`src/rtl/ddr_seq_pkg.sv`:
```
package ddr_seq_pkg;

    // {ras_n, cas_n, we_n}
    typedef enum logic [2:0] {
        CMD_PRE = 3'b010,
        CMD_ACT = 3'b011,
        CMD_WR  = 3'b100,
        CMD_RD  = 3'b101,
        CMD_NOP = 3'b111
    } ddr_cmd_e;

    typedef enum logic [2:0] {
        ST_IDLE,
        ST_START,
        ST_WACT,
        ST_WCOL,
        ST_COL,
        ST_TAIL
    } seq_st_e;

endpackage

```
`src/rtl/ddr_bank_slot.sv`:
```
module ddr_bank_slot
    import ddr_seq_pkg::*;
#(
    parameter int ROW_W = 13,
    parameter int CFG_W = 3,
    parameter int ATP_W = 4
) (
    input  logic             clk,
    input  logic             rst_n,
    input  logic             evt_sel,
    input  ddr_cmd_e         evt_cmd,
    input  logic [ROW_W-1:0] evt_row,
    input  logic             evt_ap,
    input  logic [ATP_W-1:0] cfg_atp,
    input  logic [CFG_W-1:0] cfg_wr,
    output logic             open_vld,
    output logic [ROW_W-1:0] open_row,
    output logic             pre_ok
);

    typedef struct packed {
        logic             vld;
        logic [ROW_W-1:0] row;
        logic [ATP_W-1:0] ras;
        logic [CFG_W-1:0] wrc;
    } slot_t;

    slot_t slot_d, slot_q;

    always_comb begin
        slot_d = slot_q;
        if (slot_q.ras != '0) slot_d.ras = slot_q.ras - 1'b1;
        if (slot_q.wrc != '0) slot_d.wrc = slot_q.wrc - 1'b1;
        if (evt_sel) begin
            case (evt_cmd)
                CMD_ACT: begin
                    slot_d.vld = 1'b1;
                    slot_d.row = evt_row;
                    slot_d.ras = cfg_atp - 1'b1;
                end
                CMD_PRE: slot_d.vld = 1'b0;
                CMD_WR: begin
                    slot_d.wrc = cfg_wr;
                    if (evt_ap) slot_d.vld = 1'b0;
                end
                CMD_RD: if (evt_ap) slot_d.vld = 1'b0;
                default: ;
            endcase
        end
    end

    always_ff @(posedge clk or negedge rst_n) begin
        if (!rst_n) slot_q <= '0;
        else        slot_q <= slot_d;
    end

    assign open_vld = slot_q.vld;
    assign open_row = slot_q.row;
    assign pre_ok   = (slot_q.ras == '0) && (slot_q.wrc == '0);

endmodule

```
`src/rtl/ddr_bank_tracker.sv`:
```
module ddr_bank_tracker
    import ddr_seq_pkg::*;
#(
    parameter  int NUM_BANKS = 4,
    parameter  int ROW_W     = 13,
    parameter  int CFG_W     = 3,
    parameter  int ATP_W     = 4,
    localparam int BA_W      = $clog2(NUM_BANKS)
) (
    input  logic                            clk,
    input  logic                            rst_n,
    input  logic                            evt_vld,
    input  ddr_cmd_e                        evt_cmd,
    input  logic [BA_W-1:0]                 evt_bank,
    input  logic [ROW_W-1:0]                evt_row,
    input  logic                            evt_ap,
    input  logic [ATP_W-1:0]                cfg_atp,
    input  logic [CFG_W-1:0]                cfg_wr,
    output logic [NUM_BANKS-1:0]            open_vld,
    output logic [NUM_BANKS-1:0][ROW_W-1:0] open_row,
    output logic [NUM_BANKS-1:0]            pre_ok
);

    for (genvar b = 0; b < NUM_BANKS; b++) begin : g_bank
        ddr_bank_slot #(
            .ROW_W(ROW_W),
            .CFG_W(CFG_W),
            .ATP_W(ATP_W)
        ) u_slot (
            .clk     (clk),
            .rst_n   (rst_n),
            .evt_sel (evt_vld && (evt_bank == BA_W'(b))),
            .evt_cmd (evt_cmd),
            .evt_row (evt_row),
            .evt_ap  (evt_ap),
            .cfg_atp (cfg_atp),
            .cfg_wr  (cfg_wr),
            .open_vld(open_vld[b]),
            .open_row(open_row[b]),
            .pre_ok  (pre_ok[b])
        );
    end

endmodule

```
`src/rtl/ddr_txn_seq.sv`:
```
module ddr_txn_seq
    import ddr_seq_pkg::*;
#(
    parameter  int NUM_BANKS = 4,
    parameter  int ROW_W     = 13,
    parameter  int COL_W     = 10,
    parameter  int WORDS_W   = 5,
    parameter  int CFG_W     = 3,
    parameter  int ATP_W     = 4,
    parameter  int AP_BIT    = 10,
    localparam int BA_W      = $clog2(NUM_BANKS)
) (
    input  logic               clk,
    input  logic               rst_n,
    input  logic               req_valid,
    input  logic               req_write,
    input  logic [BA_W-1:0]    req_bank,
    input  logic [ROW_W-1:0]   req_row,
    input  logic [COL_W-1:0]   req_col,
    input  logic [WORDS_W-1:0] req_words,
    input  logic [CFG_W-1:0]   cfg_rp,
    input  logic [CFG_W-1:0]   cfg_rcd,
    input  logic [CFG_W-1:0]   cfg_wr,
    input  logic [ATP_W-1:0]   cfg_atp,
    input  logic               cfg_ap_en,
    output logic               busy,
    output logic               cs_n,
    output logic               ras_n,
    output logic               cas_n,
    output logic               we_n,
    output logic [BA_W-1:0]    ba,
    output logic [ROW_W-1:0]   addr
);

    localparam int PAIR_W = WORDS_W - 1;

    typedef struct packed {
        seq_st_e             st;
        logic [CFG_W-1:0]    cnt;
        logic [PAIR_W-1:0]   idx;
        logic [PAIR_W-1:0]   pairs;
        logic                wr;
        logic [BA_W-1:0]     bank;
        logic [ROW_W-1:0]    row;
        logic [COL_W-1:0]    col;
        logic                cs_n;
        ddr_cmd_e            cmd;
        logic [BA_W-1:0]     ba;
        logic [ROW_W-1:0]    addr;
    } seq_t;

    seq_t seq_d, seq_q;

    logic [NUM_BANKS-1:0]            open_vld;
    logic [NUM_BANKS-1:0][ROW_W-1:0] open_row;
    logic [NUM_BANKS-1:0]            pre_ok;

    logic             row_hit, do_pre, do_act, do_col, last_col;
    logic [COL_W-1:0] col_cur;

    assign row_hit  = open_vld[seq_q.bank] && (open_row[seq_q.bank] == seq_q.row);
    assign last_col = (seq_q.idx == seq_q.pairs - 1'b1);
    assign col_cur  = seq_q.col + COL_W'({seq_q.idx, 1'b0});

    always_comb begin
        seq_d      = seq_q;
        seq_d.cs_n = 1'b1;
        seq_d.cmd  = CMD_NOP;
        seq_d.ba   = '0;
        seq_d.addr = '0;
        do_pre     = 1'b0;
        do_act     = 1'b0;
        do_col     = 1'b0;

        case (seq_q.st)
            ST_IDLE: begin
                if (req_valid) begin
                    seq_d.st    = ST_START;
                    seq_d.wr    = req_write;
                    seq_d.bank  = req_bank;
                    seq_d.row   = req_row;
                    seq_d.col   = req_col;
                    seq_d.pairs = req_words[WORDS_W-1:1];
                    seq_d.idx   = '0;
                end
            end
            ST_START: begin
                if (row_hit)                      do_col = 1'b1;
                else if (!open_vld[seq_q.bank])   do_act = 1'b1;
                else if (pre_ok[seq_q.bank])      do_pre = 1'b1;
            end
            ST_WACT: begin
                if (seq_q.cnt == '0) do_act = 1'b1;
                else begin
                    seq_d.cs_n = 1'b0;
                    seq_d.cnt  = seq_q.cnt - 1'b1;
                end
            end
            ST_WCOL: begin
                if (seq_q.cnt == '0) do_col = 1'b1;
                else begin
                    seq_d.cs_n = 1'b0;
                    seq_d.cnt  = seq_q.cnt - 1'b1;
                end
            end
            ST_COL: do_col = 1'b1;
            ST_TAIL: begin
                seq_d.cs_n = 1'b0;
                seq_d.st   = ST_IDLE;
            end
            default: seq_d.st = ST_IDLE;
        endcase

        if (do_pre) begin
            seq_d.cs_n = 1'b0;
            seq_d.cmd  = CMD_PRE;
            seq_d.ba   = seq_q.bank;
            seq_d.cnt  = cfg_rp - 1'b1;
            seq_d.st   = ST_WACT;
        end
        if (do_act) begin
            seq_d.cs_n = 1'b0;
            seq_d.cmd  = CMD_ACT;
            seq_d.ba   = seq_q.bank;
            seq_d.addr = seq_q.row;
            seq_d.cnt  = cfg_rcd - 1'b1;
            seq_d.st   = ST_WCOL;
        end
        if (do_col) begin
            seq_d.cs_n         = 1'b0;
            seq_d.cmd          = seq_q.wr ? CMD_WR : CMD_RD;
            seq_d.ba           = seq_q.bank;
            seq_d.addr         = ROW_W'(col_cur);
            seq_d.addr[AP_BIT] = cfg_ap_en && last_col;
            seq_d.idx          = seq_q.idx + 1'b1;
            seq_d.st           = last_col ? ST_TAIL : ST_COL;
        end
    end

    always_ff @(posedge clk or negedge rst_n) begin
        if (!rst_n) begin
            seq_q      <= '0;
            seq_q.st   <= ST_IDLE;
            seq_q.cs_n <= 1'b1;
            seq_q.cmd  <= CMD_NOP;
        end else begin
            seq_q <= seq_d;
        end
    end

    ddr_bank_tracker #(
        .NUM_BANKS(NUM_BANKS),
        .ROW_W    (ROW_W),
        .CFG_W    (CFG_W),
        .ATP_W    (ATP_W)
    ) u_tracker (
        .clk     (clk),
        .rst_n   (rst_n),
        .evt_vld (!seq_d.cs_n && (seq_d.cmd != CMD_NOP)),
        .evt_cmd (seq_d.cmd),
        .evt_bank(seq_d.ba),
        .evt_row (seq_d.addr),
        .evt_ap  (seq_d.addr[AP_BIT]),
        .cfg_atp (cfg_atp),
        .cfg_wr  (cfg_wr),
        .open_vld(open_vld),
        .open_row(open_row),
        .pre_ok  (pre_ok)
    );

    assign busy  = (seq_q.st != ST_IDLE);
    assign cs_n  = seq_q.cs_n;
    assign ras_n = seq_q.cmd[2];
    assign cas_n = seq_q.cmd[1];
    assign we_n  = seq_q.cmd[0];
    assign ba    = seq_q.ba;
    assign addr  = seq_q.addr;

endmodule

```
`config.mk`:
```
export PLATFORM = sky130hd
export DESIGN_NAME = ddr_txn_seq
export DESIGN_NICKNAME = d
export VERILOG_FILES = /design/src/rtl/ddr_seq_pkg.sv /design/src/rtl/ddr_bank_slot.sv /design/src/rtl/ddr_bank_tracker.sv /design/src/rtl/ddr_txn_seq.sv
export SDC_FILE = /design/constraint.sdc
export NUM_CORES = 1
export LEC_CHECK = 0
export BUFFER_PORTS_ARGS = -buffer_cell sky130_fd_sc_hd__clkbuf_2
export CAP_MARGIN = 20
export CORE_MARGIN = 2
export CORE_UTILIZATION = 50
export CTS_CLUSTER_SIZE = 25
export DETAILED_ROUTE_END_ITERATION = 12
export PLACE_DENSITY = 0.84
export RECOVER_POWER = 25
export SYNTH_ARGS = -nofsm -noshare
export SYNTH_HDL_FRONTEND = slang
export SYNTH_SLANG_ARGS = --single-unit
export TNS_END_PERCENT = 50
```
`constraint.sdc`:
```
create_clock -name clk -period 3 [get_ports clk]
set_input_delay 0.3 -clock clk [delete_from_list [all_inputs] [get_ports clk]]
set_output_delay 0.3 -clock clk [all_outputs]
set_load 0.02 [all_outputs]
```
==> metrics.cfg <==
[cts]
clk_pin_slew_ps=60
cts_buffers=17
cts_tree=built
clock_latency_ps=430
htreeDepth=4
cts_max_path_buffers=2
clockRootBuffer=clkbuf_16
clkSinkCount=143

[placed_design]
hpwl_um=10900
port_buffers=66
dpl_cell_area_sq_um=7770
dp_slack_ps=-203
place_congestion=0.852

[run]
cap_violations=1

[setup_path]
worstPathRequired_ps=3310
crit_type=flop to flop
slowest_delay_ps=530
r2r_slack_ps=-150
reg2reg_from=seq_q[42]
critPathTopFamily=multiplexers
worst_setup_path_start_kind=flop
cp.buffers_inverters=1
critPathMaxFanout=8
crit_path_end_kind=flop
r2r-end=seq_q[55]
cp.arrival_ps=3460
reg2regPathDepth=10
cp_slowest_cell=mux4_2
path_cells=buf_12, mux4_2, xor2_2, nor4_2, nand4_1, o21a_4, a221o_1, ha_2, xor2_1, mux2_4

[global_route]
grtUsageMet1=0.299
gr-max-usage-layer=met2
grt_pass1_wl_um=27200
use_met2=0.402
grt_usage=0.239
grt_max_degree=79
grtUsageMet3=0.0558
grt_remaining_overflow=0
antenna_found_initial=0
grt_pass1_vias=5456

[floorplanning]
core_sq_um=13800
die-area_sq_um=15100
io_pins=68
start_util=0.512
die_y_um=123
die_x_um=123
rows=43

[sta]
tightest_slew_ps=1930
setup-tns-final_ps=-1410
clock_skew_ps=10.4
whs_ps=54.0
rsz0062_at_grt=true
drv_slew=78
final-setup-viol-count=30
max_slew_margin=-0.283
period_needed_ps=3150
fin_crit_sh=1.05
max_freq_ghz=0.317
fin_ws_ps=-151
hold_viol_final=0

[synthesis]
synthArstFlopShare=1.00
synth_compound_area_frac=0.105
synthMuxAreaShare=0.0743
synth_edf_count=0
ys_seq_area_frac=0.507
ys_seq_elements=143
syn_area_per_cell_sq_um=9.95
synthAdderAreaFrac=0.0453
syn_nets=784
synth_simple_gate_area_frac=0.154
synth_ff_type=dfrtp_1
yosys_warnings=0
synth-xor-area-share=0.0545
synth_top_family_by_area=simple AND/OR/NAND/NOR gates
synthDistinctLibCells=56
synth_area_sq_um=7070
synthCells=711

[finish]
layout.nets=888
n_fill_cell=1004
synthToLayoutAreaGrowth_pct=25.6
drive_gt1_frac=0.295
diodes=0
ff_latch_area_sq_um=3580
final_area_sq_um=8880
multiInputGateArea_sq_um=3300

[routing]
ant_nets=0
drc_errors=0
avgRoutedWirePerCell_um=17.2
drt_iter0_markers=468
viasPerCell=5.47
vias=5515
drtPass1Iterations=5
routed_wl_um=17400

[power]
power_mw=10.7
leakagePower_nw=4.35
powerDensity_nw_per_um2=1210
ir_worst_vdd_v=0.000549

[min_path]
hold-path-cell-count=3
worstHoldStart=req_col[9]
whs_endpoint=seq_q[28]
hold_path.class=input pin to flop

[run_status]
status=finished with violations
violations=capacitance limit, slew limit, setup timing

cell usage in the layout, fill, tap and decap left out, types with 3 or more instances in the layout:
cell type   netlist  layout
nand2b_1          9       8
o21ai_0          28      13
mux4_2           12      12
a21oi_1          48      37
clkbuf_2          0      66
or3_1             5       5
nor2b_1           8       8
buf_6             2      11
inv_1            43      43
clkbuf_16         0      17
buf_4            16      52
ha_1             24      23
clkinv_4          0       4
xor2_1           21      20
inv_6             0       3
mux2_4            2       3
a22oi_2           3       7
o21ai_1          12      24
nand3_1           8       7
xnor2_1          23      23
a211oi_1          4       4
mux2_2           11      11
bufinv_16         0       5
clkinvlp_4        0       3
nor2_1           54      50
buf_12            0       4
and2_1            5       5
mux2i_1           9       9
nor3_1           12      11
a21oi_2           0      10
dfrtp_1         139     139
nand2_4           0       3
nand4_1           4       4
nand2_1         132     128
dfstp_2           4       4
repair_timing:
item	4_1_cts	5_1_grt
pin swaps	11	41
hold buffers	1	0
hold endpoints to repair	73	0
buffers inserted	8	13
setup endpoints to repair	58	81
gates resized for setup	18	66
gates cloned	0	0
worst min-delay path, delay by kind of cell:
kind / cells / cell delay [ps]
buffers and inverters: 1 / 70
AND/OR/NAND/NOR: 2 / 80
cells in the mapped netlist, drive strengths merged, types with 2 or more instances:
master,number,area (sq um)
dfrtp,139,3480
nand2,132,495
nor2,54,203
a21oi,48,240
inv,44,165
o21ai,40,200
buf,25,176
clkbuf,24,90.1
ha,24,300
xnor2,23,201
xor2,21,184
mux2,14,165
nor3,13,70.1
mux4,12,270
mux2i,9,90.1
nand2b,9,56.3
nand3,9,50.1
a22oi,8,75.1
nor2b,8,50.1
and2,6,37.5
or3,6,42.5
a211oi,4,30.0
dfstp,4,105
nand4,4,25.0
o31ai,4,35.0
a311oi,3,32.5
nor4,3,18.8
a211o,2,17.5
a22o,2,17.5
a32oi,2,17.5
and3,2,12.5
o211ai,2,15.0
or3b,2,17.5
per-stage QoR:
step	instances	utilization
after global placement	955	0.562
after global routing	1008	0.643
after floorplan	711	-
final	1008	0.643
after detailed placement	955	0.562
after CTS	996	0.620
routing by layer:
layer / up-vias / share of wire
li1: 2573 / -
met1: 2696 / 0.41
met2: 204 / 0.51
met3: 42 / 0.060
met4: 0 / 0.022
met5: - / 0
registers in the layout (all words and copies together) (netlist names):
name / cells
addr: 13
ba: 2
cas_n: 1
cs_n: 1
ras_n: 1
seq_q: 40
u_tracker.g_bank.u_slot.open_row: 52
u_tracker.g_bank.u_slot.open_vld: 4
u_tracker.g_bank.u_slot.slot_q: 28
we_n: 1
power by group:
group          switching (mW)  internal, mW  total (mW)  leakage (nW)
Combinational            2.56          2.30        4.87          2.24
Sequential              0.680          2.82        3.50          1.80
Clock                   0.866          1.49        2.35         0.311
worst max-delay path by stage:
| stage | start | endpoint | slack, ps | cells past startpoint |
|---|---|---|---|---|
| 5_1_grt | seq_q[42] | seq_q[55] | -230 | 13 |
| 3_3_place_gp | seq_q[42] | seq_q[55] | -60 | 11 |
| 6_report | seq_q[42] | seq_q[55] | -150 | 10 |
| 3_5_place_dp | seq_q[42] | seq_q[55] | -200 | 12 |
| 2_1_floorplan | u_tracker.g_bank[1].u_slot.slot_q[3] | seq_q[55] | 20 | 13 |
| 4_1_cts | seq_q[42] | seq_q[55] | -110 | 10 |
area by class of cell:
type / count / area share
clock buffer: 17 / 0.0479
sequential: 143 / 0.403
clock inverter: 15 / 0.0263
tap: 180 / 0.0253
timing repair buffer: 134 / 0.105
multi-input combinational: 475 / 0.372
inverter: 44 / 0.0200
kinds of logic after synthesis:
logic type / Yosys count
AND/OR/NAND/NOR: 249
adder cells (fa/ha/maj): 25
multiplexers: 35
buffers and inverters: 93
flip-flops: 143
XOR/XNOR: 44
AO/OA/AOI/OAI: 122
Power figures use the tool's default switching activity.
